### src/rtl/rev_marker_pkg.sv
// Shared helpers for the revolution marker.
// Assumes times are given in whole nanoseconds.
package rev_marker_pkg;

    // Converts a duration to a cycle count, rounding up, never below 1.
    function automatic int cycles_for(input int dur_ns, input int clk_ns);
        int c;
        c = (dur_ns + clk_ns - 1) / clk_ns;
        return (c < 1) ? 1 : c;
    endfunction

    typedef logic [1:0] settle_cnt_t;

endpackage

### src/rtl/rev_step_sense.sv
// Step and direction sensing.
// Registers the strobe and the direction. It flags the rising edge of the
// strobe and any cycle where the incoming direction differs from the registered one.
// Assumes inputs are synchronous to clk.
module rev_step_sense (
    input  logic clk,
    input  logic rst_n,
    input  logic dir_in,
    input  logic busy_in,
    output logic dir_q,
    output logic step,
    output logic dir_chg
);
    logic busy_q;

    // Keep last strobe level and last direction.
    always_ff @(posedge clk) begin
        if (!rst_n) begin
            busy_q <= 1'b0;
            dir_q  <= 1'b0;
        end else begin
            busy_q <= busy_in;
            dir_q  <= dir_in;
        end
    end

    // Edge and change flags.
    always_comb begin
        step    = busy_in & ~busy_q;
        dir_chg = dir_in ^ dir_q;
    end
endmodule

### src/rtl/rev_wrap_detect.sv
// Major-carry detector.
// Reports whether a step in the given direction from the presented counter
// value crosses the carry.
// Assumes pos is the value before the step.
module rev_wrap_detect #(
    parameter int POS_W = 12
) (
    input  logic             dir_up,
    input  logic [POS_W-1:0] pos,
    output logic             wrap
);
    // Upward crosses at all ones, downward at zero.
    always_comb begin
        wrap = dir_up ? (&pos) : ~(|pos);
    end
endmodule

### src/rtl/rev_marker_timer.sv
// Marker state machine.
// Raises the marker on a wrap step and holds it for MIN_HIGH cycles. If the
// direction changes while high, it extends the marker until two steps are
// seen with no change. It also issues the one-cycle count strobe with its direction.
module rev_marker_timer #(
    parameter int MIN_HIGH = 60
) (
    input  logic clk,
    input  logic rst_n,
    input  logic wrap_hit,
    input  logic step,
    input  logic dir_chg,
    input  logic dir_in,
    output logic marker,
    output logic stb,
    output logic stb_up
);
    import rev_marker_pkg::*;

    localparam int HOLD_W = $clog2(MIN_HIGH + 1);
    localparam logic [HOLD_W-1:0] HOLD_LOAD = HOLD_W'(MIN_HIGH - 1);

    logic [HOLD_W-1:0] hold;
    logic              moved;
    settle_cnt_t       settle;
    logic              may_fall;

    // Release allowed once the window is over and the direction has settled.
    always_comb begin
        may_fall = (hold == '0) && !dir_chg && (!moved || settle == 2'd2);
    end

    // Marker, window, settle tracking and strobe.
    always_ff @(posedge clk) begin
        if (!rst_n) begin
            marker <= 1'b0;
            hold   <= '0;
            moved  <= 1'b0;
            settle <= '0;
            stb    <= 1'b0;
            stb_up <= 1'b0;
        end else begin
            stb <= wrap_hit;
            if (wrap_hit) begin
                marker <= 1'b1;
                hold   <= HOLD_LOAD;
                moved  <= 1'b0;
                settle <= '0;
                stb_up <= dir_in;
            end else if (marker) begin
                if (hold != '0) begin
                    hold <= hold - 1'b1;
                end
                if (dir_chg) begin
                    moved  <= 1'b1;
                    settle <= '0;
                end else if (step && settle != 2'd2) begin
                    settle <= settle + 1'b1;
                end
                if (may_fall) begin
                    marker <= 1'b0;
                    moved  <= 1'b0;
                    settle <= '0;
                end
            end
        end
    end
endmodule

### src/rtl/rev_marker.sv
// Revolution marker top level.
// Joins step sensing, carry detection and the marker timer.
// Assumes pos_in holds the counter value before the step whose strobe is rising.
module rev_marker #(
    parameter int POS_W  = 12,
    parameter int CLK_NS = 5,
    parameter int MIN_NS = 300
) (
    input  logic             clk,
    input  logic             rst_n,
    input  logic             dir_in,
    input  logic             busy_in,
    input  logic [POS_W-1:0] pos_in,
    output logic             dir_o,
    output logic             marker_o,
    output logic             rev_stb_o,
    output logic             rev_up_o
);
    import rev_marker_pkg::*;

    localparam int MIN_HIGH = cycles_for(MIN_NS, CLK_NS);

    logic step;
    logic dir_chg;
    logic wrap;
    logic wrap_hit;

    rev_step_sense u_sense (
        .clk    (clk),
        .rst_n  (rst_n),
        .dir_in (dir_in),
        .busy_in(busy_in),
        .dir_q  (dir_o),
        .step   (step),
        .dir_chg(dir_chg)
    );

    rev_wrap_detect #(.POS_W(POS_W)) u_wrap (
        .dir_up(dir_in),
        .pos   (pos_in),
        .wrap  (wrap)
    );

    // Only a real step can wrap.
    always_comb begin
        wrap_hit = step & wrap;
    end

    rev_marker_timer #(.MIN_HIGH(MIN_HIGH)) u_timer (
        .clk     (clk),
        .rst_n   (rst_n),
        .wrap_hit(wrap_hit),
        .step    (step),
        .dir_chg (dir_chg),
        .dir_in  (dir_in),
        .marker  (marker_o),
        .stb     (rev_stb_o),
        .stb_up  (rev_up_o)
    );
endmodule

### config.mk
export PLATFORM = sky130hd
export DESIGN_NAME = rev_marker
export DESIGN_NICKNAME = d
export VERILOG_FILES = /design/src/rtl/rev_marker_pkg.sv /design/src/rtl/rev_step_sense.sv /design/src/rtl/rev_wrap_detect.sv /design/src/rtl/rev_marker_timer.sv /design/src/rtl/rev_marker.sv
export SDC_FILE = /design/constraint.sdc
export NUM_CORES = 1
export LEC_CHECK = 0
export BUFFER_PORTS_ARGS = -buffer_cell sky130_fd_sc_hd__buf_2
export CAP_MARGIN = 20
export CORE_MARGIN = 2
export CORE_UTILIZATION = 25
export DETAILED_ROUTE_END_ITERATION = 12
export PLACE_DENSITY = 0.44
export SKIP_CTS_REPAIR_TIMING = 1
export SYNTH_ARGS = -nofsm -noshare
export SYNTH_HDL_FRONTEND = slang
export SYNTH_SLANG_ARGS = --single-unit
### constraint.sdc
create_clock -name clk -period 4.2 [get_ports clk]
set_input_delay 0.21 -clock clk [delete_from_list [all_inputs] [get_ports clk]]
set_output_delay 0.21 -clock clk [all_outputs]
set_load 0.02 [all_outputs]
# Word-level counts from Yosys, hierarchy flattened
# Index checks and enable logic that the tools add are counted.
dict set report word_totals {
  word_cells 50
  regBits 14
  out_inout_bits 4
  in_bits 16
}
dict set report op_classes {
  n_mux 12
  eq_ne 2
  bitwise 6
  n_addsub 2
  reduce_logical 19
}
# op count
set ops {}
lappend ops {{$mux 6} 3}
lappend ops {{$reduce_and 12->1} 1}
lappend ops {{$reduce_or 12->1} 1}
lappend ops {{$reduce_and 2->1} 4}
lappend ops {{$logic_not 6->1} 1}
lappend ops {{$mux 1} 6}
lappend ops {{$mux 2} 3}
lappend ops {{$reduce_bool 2->1} 3}
lappend ops {{$reduce_bool 6->1} 1}
lappend ops {{$sub 6x1->6 const B} 1}
lappend ops {{$logic_and 1x1->1} 3}
lappend ops {{$not 1->1} 3}
lappend ops {{$reduce_bool 3->1} 1}
lappend ops {{$add 2x1->2 const B} 1}
lappend ops {{$and 1x1->1} 2}
lappend ops {{$eq 2x2->1 const B} 1}
lappend ops {{$logic_not 1->1} 2}
lappend ops {{$ne 2x2->1 const B} 1}
lappend ops {{$reduce_or 2->1} 1}
lappend ops {{$logic_or 1x1->1} 1}
lappend ops {{$xor 1x1->1} 1}

# Logic depth before layout (Yosys ltp)
dict set report depth {
  word_depth 7
  ltp_mapped 6
  mapped_depth_nobuf 6
}

# Modules after synthesis
# A second synthesis with hierarchy kept.
dict set report unflattened {
  cells_unflattened 90
  area_unflattened_um2 799.5
}
# module seq_area_each_um2 area_each_um2 cells_each n_inst
set by_module_without_submodules {}
lappend by_module_without_submodules {rev_marker_timer 240.2 664.4 72 1}
lappend by_module_without_submodules {rev_step_sense 40.0 68.8 6 1}
lappend by_module_without_submodules {rev_wrap_detect 0.0 60.1 11 1}
lappend by_module_without_submodules {rev_marker 0.0 6.3 1 1}

# Worst setup path before layout
# Ideal clock, no wire load.
dict set report synth_path {
  path_kind {flip-flop to flip-flop}
  start {register u_timer.hold[0]}
  end {register u_timer.hold[1]}
  slack_ns 2.760
  n_path_buf 0
  path_stages_with_launch 7
  t_arrival_ns 1.369
  setup_time_ns 0.072
  cell_sequence {dfxtp_1 -> inv_1 -> ha_1 -> nor2b_2 -> a21oi_2 -> mux2_4 -> a21oi_1}
}
dict set report synth_via {
  elab_chain_cells 4
  word_cells_on_any_way 7
  cone_classes {add/sub: 1; mux: 3; reduce/logical: 3}
}
# element line
set synth_lines {}
lappend synth_lines {{start: declaration} rev_marker_timer.sv:23} ;# logic [HOLD_W-1:0] hold;
lappend synth_lines {{start signal: assignment} rev_marker_timer.sv:52} ;# hold <= hold - 1'b1;
lappend synth_lines {{$sub 6x1->6} rev_marker_timer.sv:52}
lappend synth_lines {{$mux 6} rev_marker_timer.sv:51} ;# if (hold != '0) begin
lappend synth_lines {{$mux 6} rev_marker_timer.sv:50} ;# end else if (marker) begin
lappend synth_lines {{$mux 6} rev_marker_timer.sv:44} ;# if (wrap_hit) begin
# Parallel ways exist; a longest one is shown, timed or not. The select of a mux whose other input is x is not followed.
# A chain may end at the register's enable or synchronous reset.

# Final worst setup path
# Same ends and word-level chain as after synthesis.

==> metrics.cfg <==
[status]
status = complete, no violations

[sta]
hold_viol = 0
setup_viol = 0
rsz0062_at_grt = no
drv_slew = 0
fmax_mhz = 631
fin_crit_ps = 1590
layout_setup_ws_ps = 2610
slew_headroom_pct = 51.1
worst_clock_skew_ps = 2.01
tightest_slew_ps = 732
period_share_pct = 37.7
tns_ps = 0

[setup_path]
crit_cells = 6
endpoint = u_timer.hold[1]
crit_required_ps = 4420
crit_slowest_cell = dfxtp_1
reg2reg_slack_ps = 2610
startpoint = u_timer.hold[0]
path_cells = inv_1, ha_1, nor2b_2, a21oi_2, mux2_4, a21oi_1
worst-path-buf-inv = 1
regToRegEndpoint = u_timer.hold[1]
critPathKind = reg -> reg
cp_top_family = flip-flops
rr_startpoint = u_timer.hold[0]
cp.arrival_ps = 1810
cpPeakStageDelay_ps = 380
critPathLaunchType = register
endpoint_kind = register
crit_path_max_fanout = 5
rr_worst_depth = 6

[detailed_routing]
first_pass_iters = 4
via_per_inst = 4.98
drt-total-wl_um = 1540
vias = 658
ant_nets = 0
wl_per_cell_um = 11.6
drt-initial-drc-count = 15
post-route-drc-count = 0

[layout]
antenna_cells = 0
drive_above_1_share_pct = 28.7
postLayoutCoreUtil_pct = 32.1
instances_no_fill = 132
syn2layout_area_growth_pct = 21.9
fin_nets = 120

[global_route]
first_global_vias = 617
grt_max_degree = 12
grt-ovfl-total = 0
antenna_found_initial = 0
grtUsageTotal_pct = 10.9
grt_first_pass_wirelength_um = 2750

[logic_synthesis]
yosys_register_bits = 14
yosys.area.top_type = dfxtp_1
synthTopCellsByCount = dfxtp_1, a21oi_1
yosys.area.top_type_share_pct = 38.6
synth_area_per_cell_um2 = 9.20
synthMostInstantiatedCell = dfxtp_1
synth_ff_type = dfxtp_1
syn-cell-area_um2 = 727
synth_cell_types = 34
synthesis.instances = 79
synth_edf_count = 0
synth-seq-area-share_pct = 38.6
syn_nets = 97
yosysWarnings = 0
synth_area_leaders = dfxtp_1, a21oi_1, nor4b_1
async_flop_share_pct = 0

[power]
p_leak_nw = 0.365
powerDensity_nw_per_um2 = 284
ir_drop_uv = 194

[hold_path]
holdCritPathClass = in -> reg

[clock_tree]
cts_root_buf = clkbuf_4
cts_tree = done
cts_buffers = 3
clkSinkCount = 14
cts.clk_slew.worst_paths_ps = 90
insertion_delay_ps = 290
htree_num_levels = 1
ctsLongestPathBuffers = 2

[die]
std_cell_rows = 19
initial_core_util_pct = 26.4
fp.dieH_um = 57.9
die_w_um = 57.9
coreArea_um2 = 2760
die-area_um2 = 3360
io_pins = 20

[placed_design]
dp.cells = 128
pre_cts_ws_ps = 2630
dp_hpwl_um = 1220
routabilityCongestion = 0.721
port_buffers = 19

[job]
drv_cap = 0

-- state kept, by name, summed over array words and instances (netlist names) --
register / count
u_timer.settle: 2
u_timer.moved: 1
u_sense.dir_q: 1
u_timer.stb_up: 1
u_sense.busy_q: 1
u_timer.hold: 6
u_timer.marker: 1
u_timer.stb: 1
-- worst min path at each step --
stage	startpoint	to	cells past startpoint
floorplan	busy_in	u_sense.busy_q	1
global placement	busy_in	u_sense.busy_q	2
detailed placement	busy_in	u_sense.busy_q	2
CTS	busy_in	u_sense.busy_q	2
global route	busy_in	u_sense.busy_q	2
finish	busy_in	u_sense.busy_q	2
-- layer usage --
layer / track usage (%) / vias to the layer above / routed length, µm
met4: 5.98 / 0 / 32
met1: 13.9 / 291 / 750
met3: 3.13 / 4 / 117
met2: 16.6 / 25 / 637
li1: - / 338 / -
met5: 0 / - / 0
-- final cells by class --
cell class | instances | area, µm²
clock buffers | 4 | 36.3
well taps | 31 | 38.8
inverters | 5 | 18.8
repair buffers | 19 | 95.1
multi-input cells | 59 | 417
fillers | 287 | 1870
flip-flops and latches | 14 | 280
-- kinds of logic (layout without fill, tap and decap cells) --
logic type               after synthesis  after routing  synth area share (%)
flip-flops                            14             14                  38.6
AND/OR/NAND/NOR                       36             36                  32.5
adder cells (fa/ha/maj)                2              2                  3.44
AO/OA/AOI/OAI                         15             15                  12.9
XOR/XNOR                               3              3                  3.62
multiplexers                           3              3                  4.82
buffers and inverters                  6             28                  4.13
-- worst register-to-register path: cells and delay by family, from the launching register on --
family | cells | cell delay [ps]
muxes | 1 | 320
AOI/OAI and AO/OA | 2 | 350
and+or+nand+nor | 1 | 200
DFF | 1 | 380
adders and majority gates | 1 | 220
buffers and inverters | 1 | 60
-- cell usage in the layout, fill, tap and decap left out, drive strengths merged --
master / instances
a21o: 1
a21oi: 8
a22o: 1
a31oi: 2
and2: 2
and2b: 1
and3: 2
and4bb: 1
buf: 19
clkbuf: 4
clkinv: 1
dfxtp: 14
ha: 2
inv: 4
mux2: 1
mux2i: 2
nand2: 4
nand2b: 2
nand3: 2
nand3b: 1
nand4: 4
nand4b: 1
nor2: 4
nor2b: 2
nor3: 4
nor4: 3
nor4b: 3
o2111a: 1
o21ai: 2
xnor2: 2
xor2: 1
-- where the power goes --
group / switching (mW) / internal [mW]
Combinational: 0.00876 / 0.00775
Sequential: 0.000601 / 0.134
Clock: 0.0477 / 0.0528
-- per-stage QoR --
| step | hold slack (ps) | power [mW] | cell area, µm² |
|---|---|---|---|
| floorplan | 332 | 0.143 | 727 |
| global placement | 452 | 0.154 | 850 |
| detailed placement | 463 | 0.154 | 850 |
| CTS | 158 | 0.254 | 886 |
| global route | 175 | 0.262 | 886 |
| finish | 160 | 0.251 | 886 |
(Power assumes the default switching activity.)
